`src/rtl/dmarf_pkg.sv`:
```
// Package: dmarf_pkg
// Shared sizes and I/O offsets for the DMA channel register file.
// Assumes an 8-bit host path and 16-bit channel values (two bytes each).
package dmarf_pkg;
    localparam int NCH       = 4;
    localparam int BYTE_W    = 8;
    localparam int REG_W     = 2 * BYTE_W;
    localparam int MODE_W    = 6;
    localparam int ADDR_W    = 4;
    localparam int CH_W      = $clog2(NCH);
    localparam int CHAN_PORTS = 2 * NCH;
    // Position of the auto-initialise enable inside the stored mode field
    localparam int AUTO_BIT  = 4 - (BYTE_W - MODE_W);
    // Data bit that carries the set/clear flag of a single-channel mask write
    localparam int MASK_VAL_BIT = 2;

    localparam logic [ADDR_W-1:0] OFS_CMD_STAT = 4'h8;
    localparam logic [ADDR_W-1:0] OFS_REQUEST  = 4'h9;
    localparam logic [ADDR_W-1:0] OFS_MASK_ONE = 4'hA;
    localparam logic [ADDR_W-1:0] OFS_MODE     = 4'hB;
    localparam logic [ADDR_W-1:0] OFS_PTR_CLR  = 4'hC;
    localparam logic [ADDR_W-1:0] OFS_MCLR_TMP = 4'hD;
    localparam logic [ADDR_W-1:0] OFS_MASK_CLR = 4'hE;
    localparam logic [ADDR_W-1:0] OFS_MASK_ALL = 4'hF;
endpackage

```
`src/rtl/dma_byte_ptr.sv`:
```
// Module: dma_byte_ptr
// The shared byte-pointer flag: 0 selects the low byte, 1 the high byte.
// Assumes step and clear are single-cycle strobes; clear wins over step.
module dma_byte_ptr (
    input  logic clk,
    input  logic rst_n,
    input  logic step,
    input  logic clear,
    output logic hi
);
    // Flip on each channel-port access, return to low on clear or reset
    always_ff @(posedge clk) begin
        if (!rst_n) begin
            hi <= 1'b0;
        end else if (clear) begin
            hi <= 1'b0;
        end else if (step) begin
            hi <= ~hi;
        end
    end
endmodule

```
`src/rtl/dma_chan_regs.sv`:
```
// Module: dma_chan_regs
// Base and current address/count of one channel.
// Assumes REG_W is exactly two host bytes. Priority on the current copy:
// auto-init reload over engine load, then the host byte over both.
module dma_chan_regs #(
    parameter int BYTE_W = 8,
    parameter int REG_W  = 2 * BYTE_W
) (
    input  logic              clk,
    input  logic              rst_n,
    input  logic              wr_addr,
    input  logic              wr_cnt,
    input  logic              hi_sel,
    input  logic [BYTE_W-1:0] wdata,
    input  logic              eng_ld,
    input  logic [REG_W-1:0]  nxt_addr,
    input  logic [REG_W-1:0]  nxt_cnt,
    input  logic              reload,
    output logic [REG_W-1:0]  base_addr,
    output logic [REG_W-1:0]  base_cnt,
    output logic [REG_W-1:0]  cur_addr,
    output logic [REG_W-1:0]  cur_cnt
);
    logic [REG_W-1:0] base_addr_d, base_cnt_d, cur_addr_d, cur_cnt_d;

    // Put one host byte into a 16-bit value at the position the pointer picks
    function automatic logic [REG_W-1:0] put_byte(input logic [REG_W-1:0] v,
                                                  input logic hi,
                                                  input logic [BYTE_W-1:0] b);
        logic [REG_W-1:0] r;
        r = v;
        if (hi) r[REG_W-1:BYTE_W] = b;
        else    r[BYTE_W-1:0]     = b;
        return r;
    endfunction

    // Next-state of all four values from reload, engine load and host byte
    always_comb begin
        base_addr_d = base_addr;
        base_cnt_d  = base_cnt;
        cur_addr_d  = cur_addr;
        cur_cnt_d   = cur_cnt;
        if (reload) begin
            cur_addr_d = base_addr;
            cur_cnt_d  = base_cnt;
        end else if (eng_ld) begin
            cur_addr_d = nxt_addr;
            cur_cnt_d  = nxt_cnt;
        end
        if (wr_addr) begin
            base_addr_d = put_byte(base_addr, hi_sel, wdata);
            cur_addr_d  = put_byte(cur_addr_d, hi_sel, wdata);
        end
        if (wr_cnt) begin
            base_cnt_d = put_byte(base_cnt, hi_sel, wdata);
            cur_cnt_d  = put_byte(cur_cnt_d, hi_sel, wdata);
        end
    end

    // Register the channel values
    always_ff @(posedge clk) begin
        if (!rst_n) begin
            base_addr <= '0;
            base_cnt  <= '0;
            cur_addr  <= '0;
            cur_cnt   <= '0;
        end else begin
            base_addr <= base_addr_d;
            base_cnt  <= base_cnt_d;
            cur_addr  <= cur_addr_d;
            cur_cnt   <= cur_cnt_d;
        end
    end
endmodule

```
`src/rtl/dma_ctrl_regs.sv`:
```
// Module: dma_ctrl_regs
// Mask bits, per-channel mode fields, command byte and terminal-count flags.
// Assumes the write strobes arrive already decoded and at most one per cycle.
module dma_ctrl_regs #(
    parameter int NCH    = 4,
    parameter int BYTE_W = 8,
    parameter int MODE_W = 6,
    parameter int CH_W   = 2,
    parameter int MASK_VAL_BIT = 2
) (
    input  logic                  clk,
    input  logic                  rst_n,
    input  logic [BYTE_W-1:0]     wdata,
    input  logic                  wr_cmd,
    input  logic                  wr_mask_one,
    input  logic                  wr_mask_all,
    input  logic                  wr_mask_clr,
    input  logic                  wr_mode,
    input  logic                  mclr,
    input  logic                  rd_status,
    input  logic [NCH-1:0]        eng_tc,
    input  logic [NCH-1:0]        eng_req,
    output logic [NCH-1:0]        mask,
    output logic [NCH*MODE_W-1:0] mode,
    output logic [BYTE_W-1:0]     cmd,
    output logic [BYTE_W-1:0]     status
);
    logic [NCH-1:0] tc_flag;

    // Mask bits: master clear and reset mask all, then the three host ports
    always_ff @(posedge clk) begin
        if (!rst_n || mclr) begin
            mask <= '1;
        end else if (wr_mask_clr) begin
            mask <= '0;
        end else if (wr_mask_all) begin
            mask <= wdata[NCH-1:0];
        end else if (wr_mask_one) begin
            mask[wdata[CH_W-1:0]] <= wdata[MASK_VAL_BIT];
        end
    end

    // Mode fields, one per channel, kept across master clear
    for (genvar c = 0; c < NCH; c++) begin : g_mode
        always_ff @(posedge clk) begin
            if (!rst_n) begin
                mode[c*MODE_W +: MODE_W] <= '0;
            end else if (wr_mode && wdata[CH_W-1:0] == CH_W'(c)) begin
                mode[c*MODE_W +: MODE_W] <= wdata[BYTE_W-1:BYTE_W-MODE_W];
            end
        end
    end

    // Command byte, cleared by master clear
    always_ff @(posedge clk) begin
        if (!rst_n || mclr) begin
            cmd <= '0;
        end else if (wr_cmd) begin
            cmd <= wdata;
        end
    end

    // Sticky terminal-count flags: a status read clears, a new pulse still sets
    always_ff @(posedge clk) begin
        if (!rst_n || mclr) begin
            tc_flag <= '0;
        end else begin
            tc_flag <= (rd_status ? '0 : tc_flag) | eng_tc;
        end
    end

    // Status byte: live requests over held terminal-count flags
    assign status = {eng_req, tc_flag};
endmodule

```
`src/rtl/dma_io_regfile.sv`:
```
// Module: dma_io_regfile
// Top of the DMA channel register file. It decodes the 16-byte host map,
// steers bytes through the shared pointer and muxes read data.
// Assumes io_wr and io_rd are never high together; io_rdata is combinational.
module dma_io_regfile
    import dmarf_pkg::*;
#(
    parameter int NUM_CH = NCH,
    parameter int VAL_W  = REG_W,
    parameter int MODE_BITS = MODE_W
) (
    input  logic                      clk,
    input  logic                      rst_n,
    input  logic [ADDR_W-1:0]         io_addr,
    input  logic [BYTE_W-1:0]         io_wdata,
    input  logic                      io_wr,
    input  logic                      io_rd,
    output logic [BYTE_W-1:0]         io_rdata,
    input  logic [NUM_CH-1:0]         eng_ld,
    input  logic [NUM_CH*VAL_W-1:0]   eng_nxt_addr,
    input  logic [NUM_CH*VAL_W-1:0]   eng_nxt_cnt,
    input  logic [NUM_CH-1:0]         eng_tc,
    input  logic [NUM_CH-1:0]         eng_req,
    output logic [NUM_CH-1:0]         eng_mask,
    output logic [NUM_CH*MODE_BITS-1:0] eng_mode,
    output logic [BYTE_W-1:0]         eng_cmd,
    output logic [NUM_CH*VAL_W-1:0]   eng_base_addr,
    output logic [NUM_CH*VAL_W-1:0]   eng_base_cnt,
    output logic [NUM_CH*VAL_W-1:0]   eng_cur_addr,
    output logic [NUM_CH*VAL_W-1:0]   eng_cur_cnt
);
    localparam int SEL_W = $clog2(NUM_CH);

    logic              chan_hit;
    logic [SEL_W-1:0]  sel_ch;
    logic              sel_cnt;
    logic              ptr_hi;
    logic              ptr_step;
    logic              ptr_clr;
    logic              mclr;
    logic              rd_status;
    logic [BYTE_W-1:0] status;
    logic [VAL_W-1:0]  cur_addr_a [NUM_CH];
    logic [VAL_W-1:0]  cur_cnt_a  [NUM_CH];
    logic [VAL_W-1:0]  rd_val;

    // Address decode of channel ports and control strobes
    assign chan_hit  = (io_addr < ADDR_W'(CHAN_PORTS));
    assign sel_ch    = io_addr[SEL_W:1];
    assign sel_cnt   = io_addr[0];
    assign ptr_step  = (io_wr || io_rd) && chan_hit;
    assign ptr_clr   = io_wr && (io_addr == OFS_PTR_CLR);
    assign mclr      = io_wr && (io_addr == OFS_MCLR_TMP);
    assign rd_status = io_rd && (io_addr == OFS_CMD_STAT);

    dma_byte_ptr u_ptr (
        .clk   (clk),
        .rst_n (rst_n),
        .step  (ptr_step),
        .clear (ptr_clr || mclr),
        .hi    (ptr_hi)
    );

    dma_ctrl_regs #(
        .NCH          (NUM_CH),
        .BYTE_W       (BYTE_W),
        .MODE_W       (MODE_BITS),
        .CH_W         (SEL_W),
        .MASK_VAL_BIT (MASK_VAL_BIT)
    ) u_ctrl (
        .clk         (clk),
        .rst_n       (rst_n),
        .wdata       (io_wdata),
        .wr_cmd      (io_wr && io_addr == OFS_CMD_STAT),
        .wr_mask_one (io_wr && io_addr == OFS_MASK_ONE),
        .wr_mask_all (io_wr && io_addr == OFS_MASK_ALL),
        .wr_mask_clr (io_wr && io_addr == OFS_MASK_CLR),
        .wr_mode     (io_wr && io_addr == OFS_MODE),
        .mclr        (mclr),
        .rd_status   (rd_status),
        .eng_tc      (eng_tc),
        .eng_req     (eng_req),
        .mask        (eng_mask),
        .mode        (eng_mode),
        .cmd         (eng_cmd),
        .status      (status)
    );

    // One register set per channel
    for (genvar c = 0; c < NUM_CH; c++) begin : g_ch
        logic hit_c;
        assign hit_c = io_wr && chan_hit && (sel_ch == SEL_W'(c));

        dma_chan_regs #(
            .BYTE_W (BYTE_W),
            .REG_W  (VAL_W)
        ) u_regs (
            .clk       (clk),
            .rst_n     (rst_n),
            .wr_addr   (hit_c && !sel_cnt),
            .wr_cnt    (hit_c && sel_cnt),
            .hi_sel    (ptr_hi),
            .wdata     (io_wdata),
            .eng_ld    (eng_ld[c]),
            .nxt_addr  (eng_nxt_addr[c*VAL_W +: VAL_W]),
            .nxt_cnt   (eng_nxt_cnt[c*VAL_W +: VAL_W]),
            .reload    (eng_tc[c] && eng_mode[c*MODE_BITS + AUTO_BIT]),
            .base_addr (eng_base_addr[c*VAL_W +: VAL_W]),
            .base_cnt  (eng_base_cnt[c*VAL_W +: VAL_W]),
            .cur_addr  (eng_cur_addr[c*VAL_W +: VAL_W]),
            .cur_cnt   (eng_cur_cnt[c*VAL_W +: VAL_W])
        );

        assign cur_addr_a[c] = eng_cur_addr[c*VAL_W +: VAL_W];
        assign cur_cnt_a[c]  = eng_cur_cnt[c*VAL_W +: VAL_W];
    end

    // Current value of the addressed channel port
    assign rd_val = sel_cnt ? cur_cnt_a[sel_ch] : cur_addr_a[sel_ch];

    // Read data mux: channel byte by pointer, status, or zero
    always_comb begin
        io_rdata = '0;
        if (io_rd) begin
            if (chan_hit) begin
                io_rdata = ptr_hi ? rd_val[VAL_W-1:BYTE_W] : rd_val[BYTE_W-1:0];
            end else if (io_addr == OFS_CMD_STAT) begin
                io_rdata = status;
            end
        end
    end
endmodule

```
`config.mk`:
```
export PLATFORM = sky130hd
export DESIGN_NAME = dma_io_regfile
export DESIGN_NICKNAME = d
export VERILOG_FILES = /design/src/rtl/dmarf_pkg.sv /design/src/rtl/dma_byte_ptr.sv /design/src/rtl/dma_chan_regs.sv /design/src/rtl/dma_ctrl_regs.sv /design/src/rtl/dma_io_regfile.sv
export SDC_FILE = /design/constraint.sdc
export NUM_CORES = 1
export LEC_CHECK = 0
export BUFFER_PORTS_ARGS = -buffer_cell sky130_fd_sc_hd__buf_2
export CAP_MARGIN = 20
export CORE_AREA = 2 2 179 181
export DETAILED_ROUTE_END_ITERATION = 10
export DIE_AREA = 0 0 181 183
export PLACE_DENSITY = 0.84
export SLEW_MARGIN = 5
export SYNTH_ARGS = -nofsm -noshare
export SYNTH_HDL_FRONTEND = slang
export SYNTH_SLANG_ARGS = --single-unit
```
`constraint.sdc`:
```
create_clock -name clk -period 2.5 [get_ports clk]
set_input_delay 0.5 -clock clk [delete_from_list [all_inputs] [get_ports clk]]
set_output_delay 0.5 -clock clk [all_outputs]
set_load 0.01 [all_outputs]
```
# Yosys cells after proc, flatten, opt, wreduce, memory -nomap -nowiden
# Cells that the tools add are included.
[totals]
register_bits = 297
inputBits = 156
wordCells = 167
[classes]
magnitude_cmp = 4
n_eq_ne = 13
mux = 58
n_bitwise = 4
n_reduce_logical = 56
[op_table]
columns = ["op", "n"]
rows = [
  ["$mux W16", 29],
  ["$mux W8", 20],
  ["$bmux W16 S2", 2],
  ["$reduce_and A2 Y1", 16],
  ["$logic_and A1 B1 Y1", 31],
  ["$eq A4 B4 Y1 const B", 7],
  ["$mux W4", 4],
  ["$eq A2 B2 Y1 const B", 4],
  ["$bwmux W4", 1],
  ["$eq A2 B1 Y1 const B", 2],
  ["$logic_not A2 Y1", 2],
  ["$lt A4 B4 Y1 const B", 1],
  ["$or A4 B4 Y4", 1],
  ["$ge A3 B3 Y1 const B", 1],
  ["$logic_or A1 B1 Y1", 3],
  ["$lt A2 B3 Y1 const B", 1],
  ["$not A2 Y3", 1],
  ["$reduce_bool A3 Y1", 1],
  ["$demux W1 S2", 1],
  ["$ge A2 B1 Y1 const B", 1],
  ["$logic_not A1 Y1", 2],
  ["$not A1 Y1", 2],
  ["$reduce_or A2 Y1", 1],
  ["$mux W1", 1],
]

# Logic depth before layout (Yosys ltp)
[logic_depth]
depth_word = 8
mapped_depth = 7
mapped_depth_nobuf = 4

# Cells and area by module
# A second synthesis with hierarchy kept.
[hier_totals]
cells_unflattened = 1617
area_unflattened_um2 = 16469.5
[modules_own_cells]
columns = ["mod", "n_inst", "cells_per_inst", "area_each_um2"]
rows = [
  ["dma_chan_regs", 4, 324, 3357.0],
  ["dma_ctrl_regs", 1, 149, 1614.0],
  ["dma_io_regfile", 1, 169, 1386.3],
  ["dma_byte_ptr", 1, 3, 41.3],
]

# Worst setup path before layout
# No wires, ideal clock.
[synth_path]
kind = "input to output"
start = "input io_addr[0]"
end = "output io_rdata[0]"
t_arrival_ns = 1.690
slack_ns = 0.310
stages = 7
path_cell_list = "buf_4 -> buf_4 -> buf_2 -> nor2b_1 -> nand2_1 -> o211ai_1 -> o211ai_1"
[synth_via]
elab_chain_len = 4
word_cells_on_any_way = 7
classes_between = "1 x order compare; 1 x eq/ne; 5 x mux"
[synth_lines]
columns = ["item", "line_no", "text"]
rows = [
  ["from (decl)", "dma_io_regfile.sv:14", "input logic [ADDR_W-1:0] io_addr,"],
  ["branches (longest 2 deep; another with $lt A4 B4 Y1)", "n/a", ""],
  ["$mux W8 (*)", "dma_io_regfile.sv:125", "if (chan_hit) begin"],
  ["$mux W8 (*)", "dma_io_regfile.sv:124", "if (io_rd) begin"],
  ["to (decl)", "dma_io_regfile.sv:18", "output logic [BYTE_W-1:0] io_rdata,"],
]
# Every way passes the cells marked *.

# Worst setup path in the final report
[layout_path]
start = "register g_ch[3].u_regs.cur_cnt[6]"
end = "output io_rdata[6]"
[layout_via]
elab_chain_len = 7
[layout_lines]
columns = ["item", "line_no", "text"]
rows = [
  ["from (decl)", "dma_chan_regs.sv:22", "output logic [REG_W-1:0] cur_cnt"],
  ["from (signal assigned)", "dma_chan_regs.sv:71", "cur_cnt <= cur_cnt_d;"],
  ["$bmux W16 S2", "dma_io_regfile.sv:119", "assign rd_val = sel_cnt ? cur_cnt_a[sel_ch] : cur_addr_a[sel_ch];"],
  ["$mux W16 (not written as such) (2 in a row)", "dma_io_regfile.sv:119", ""],
  ["$mux W16", "dma_io_regfile.sv:119", ""],
  ["$mux W8", "dma_io_regfile.sv:126", "io_rdata = ptr_hi ? rd_val[VAL_W-1:BYTE_W] : rd_val[BYTE_W-1:0];"],
  ["$mux W8", "dma_io_regfile.sv:125", ""],
  ["$mux W8", "dma_io_regfile.sv:124", ""],
]
# No other way between the ends. The select of a mux whose other input is x is not followed.

==> metrics.txt <==
status=complete, but fails checks; failing checks=setup timing; total die area=33,100 um2; Max VDD drop=between 600 and 700 uV; Distinct cells, synth=46; cts hold-fix bufs=0; number of remaining DRC errors=0; CP Max Fanout=2; ANT nets after route=0; # nets final=2,172; routability cong.=0.915; final hold slack=between 0.2 and 0.25 ns; Clock Pin Slew Worst Setup and Hold Paths=roughly 0.070 ns; CTS tree=done; Max-cap violations=0; xor-xnor portion of the synthesized cell area=0%; total CTS buffers=31; Clock Latency Late Sink=~0.57 ns; most used flip-flop cell after synthesis=dfxtp_1; core box area=31,200 um2; pin count of the biggest net entering global routing=between 100 and 150; Worst EP arrival=2.09 ns; timing-limited maximum frequency=~0.39 GHz; Critical Path Start Type=flip-flop; cell chain of the critical path=mux4_2, mux2i_1, nor2_1, a311o_1, buf_6; row count=65; initial core utilization=45.7%; total grt overflow=0; vias per inst=5.87; synth top area cells=dfxtp_1, mux2i_1, nand2_1; fraction of synthesis flops using an asynchronous set or reset pin=0%; CTS Root Cell=clkbuf_16; simple-gate share of the synthesized area=15.9%; initial DRC count=approximately 1,200; WL final=a little under 60,000 um; post-synth top area share=41.7%; Ys Warns=0; Area Overhead vs Synth=28.2%; global-route wire length before repair=86,400 um; WP data required=2.00 ns; initial antenna violation count=4; worst-margin pin slew=0.890 ns; IO buf count=approximately 460; min cycle time layout=2.59 ns; Compound-Gate Fraction of Synth Area=22.4%; Rel. slew slack=about two fifths; total number of vias=approximately 14,000; CTS max path bufs=3; critical path's largest stage delay=0.46 ns; setup violators final=1; Cell Pwr Density=623 nW/um2; total power draw=11.4 mW; RSZ-0062 raised after global routing=yes; FF+latch count, synth=297; # IOs=456; H-tree depth=1; post-synthesis mux area share=between 15 and 20%; worst min path class=in2reg; Net Count, Synth=1,746; sequential-to-total area share from yosys stat=a little over two fifths; fin area=18,300 um2; Hold Fails Final Rpt=0; Setup CP Type=reg2out; Synth area leader=dfxtp_1; die extent in y=~180 um; Post-synth EDFFs=0; layout cells sized above 1=30.9%; crit share post-route=104%; CTS Sinks=297; area post-placement=17,100 um2; Synth Cell Area=14,300 um2; dpl hpwl=roughly 44,000 um; clk_skew=a little under 0.008 ns; main combinational cell family by area after synthesis=compound AO/OA/AOI/OAI gates; Chip Width=181 um; Slew Viols, Final=0; drt pass-1 iters=5; Mean Syn Cell Area=between 8 and 9 um2; crit end category=output port; Total GRT Usage=34.5%; Post-Syn Instances=1,590; adder-cell share of the synthesized area=0%; DR WL/cell=24.5 um; Worst path slowest cell=mux4_2; vias in the first global route=13,700; setup TNS=-0.0908 ns; Pleak=~8.6 nW; PnR worst setup slack=-0.0908 ns
## critical path: cells and delay by family (launching register included)
| kind | cells | cell delay, ns |
|---|---|---|
| compound gates | 1 | 0.34 |
| buf+inv | 1 | 0.16 |
| flops | 1 | 0.37 |
| mux | 2 | 0.60 |
| simple gates | 1 | 0.05 |
## area by class of cell
class	instances	area, um2
multi-input combinational	1160	7810
antenna	1	2.50
clock inverter	13	178
tap	402	503
timing repair buffer	525	2990
inverter	1	3.75
clock buffer	39	856
fill	2739	12900
sequential	297	5970
## layout by cell type (no fill, tap or decap), drive strengths merged, types with 2 or more instances in the layout
cell / netlist / layout
a2111oi: 2 / 2
a21boi: 256 / 256
a21o: 2 / 2
a21oi: 19 / 19
a31oi: 3 / 3
and4b: 2 / 2
and4bb: 2 / 2
buf: 48 / 524
bufinv: 0 / 4
clkbuf: 84 / 40
clkinv: 0 / 6
clkinvlp: 0 / 2
dfxtp: 297 / 297
inv: 1 / 2
mux2i: 177 / 177
mux4: 23 / 23
nand2: 420 / 420
nand2b: 4 / 4
nand3: 22 / 22
nand4b: 4 / 4
nand4bb: 2 / 2
nor2: 24 / 24
nor2b: 29 / 29
nor3: 2 / 2
nor4: 2 / 2
nor4b: 4 / 4
o211ai: 142 / 142
o21ai: 4 / 4
o22ai: 2 / 2
## synthesized netlist by cell type, types with 5 or more instances
master,n
nor2_1,20
a21boi_1,84
clkbuf_1,84
a21boi_0,172
dfxtp_1,297
buf_1,5
o211ai_1,142
buf_2,37
mux2i_1,177
nand2_1,420
a21oi_1,19
mux4_2,23
buf_4,6
nand3_1,22
nor2b_1,29
## power by group
part / switching [mW] / internal [mW]
sequential: 0.276 / 4.89
combinational: 0.776 / 0.673
clock: 1.97 / 2.81
## layer usage
metal | track usage, % | up-vias | share of wire [%]
li1 | - | 6495 | -
met1 | 42.5 | 6816 | 40
met4 | 14.5 | 6 | 4.5
met5 | 0 | - | 0.065
met3 | 6.43 | 167 | 8.3
met2 | 59.4 | 820 | 48
## path summary, 6_finish.rpt
path              depth (start not counted)                          to  slack, ns                 startpoint
hold / removal                            3           u_ctrl.tc_flag[0]       0.23                  eng_tc[0]
setup reg to reg                          6  g_ch[2].u_regs.cur_addr[5]       0.53                   u_ptr.hi
setup / recovery                          5                 io_rdata[6]      -0.09  g_ch[3].u_regs.cur_cnt[6]
hold reg to reg                           2               u_ctrl.cmd[4]       0.46              u_ctrl.cmd[4]
## kinds of logic (layout without fill, tap and decap cells)
| family | Yosys count | count (layout) |
|---|---|---|
| AND/OR/NAND/NOR | 526 | 526 |
| AO/OA/AOI/OAI | 433 | 433 |
| flip-flops | 297 | 297 |
| multiplexers | 201 | 201 |
| buffers and inverters | 133 | 578 |
| other | 0 | 1 |
## per-stage QoR
step | instances | worst slack (ns) | utilization [%]
2_1_floorplan | 1590 | 0.310 | -
3_3_place_gp | 2377 | 0.00262 | 54.8
3_5_place_dp | 2377 | -0.0297 | 54.8
4_1_cts | 2434 | -0.137 | 58.4
5_1_grt | 2437 | -0.142 | 58.6
6_report | 2438 | -0.0908 | 58.6
## timing repair
action,4_1_cts,5_1_grt
gates resized for setup,19,7
setup endpoints to repair,8,4
pin swaps,1,2
setup buffers,5,2
cloned,0,1
## sequential cells by signal, indices dropped and copies added (netlist names)
register	cells
g_ch.u_regs.base_addr	64
g_ch.u_regs.base_cnt	64
g_ch.u_regs.cur_addr	64
g_ch.u_regs.cur_cnt	64
u_ctrl.mode	24
u_ctrl.cmd	8
u_ctrl.mask	4
u_ctrl.tc_flag	4
u_ptr.hi	1
No activity file was read; power rests on OpenSTA's default activity.
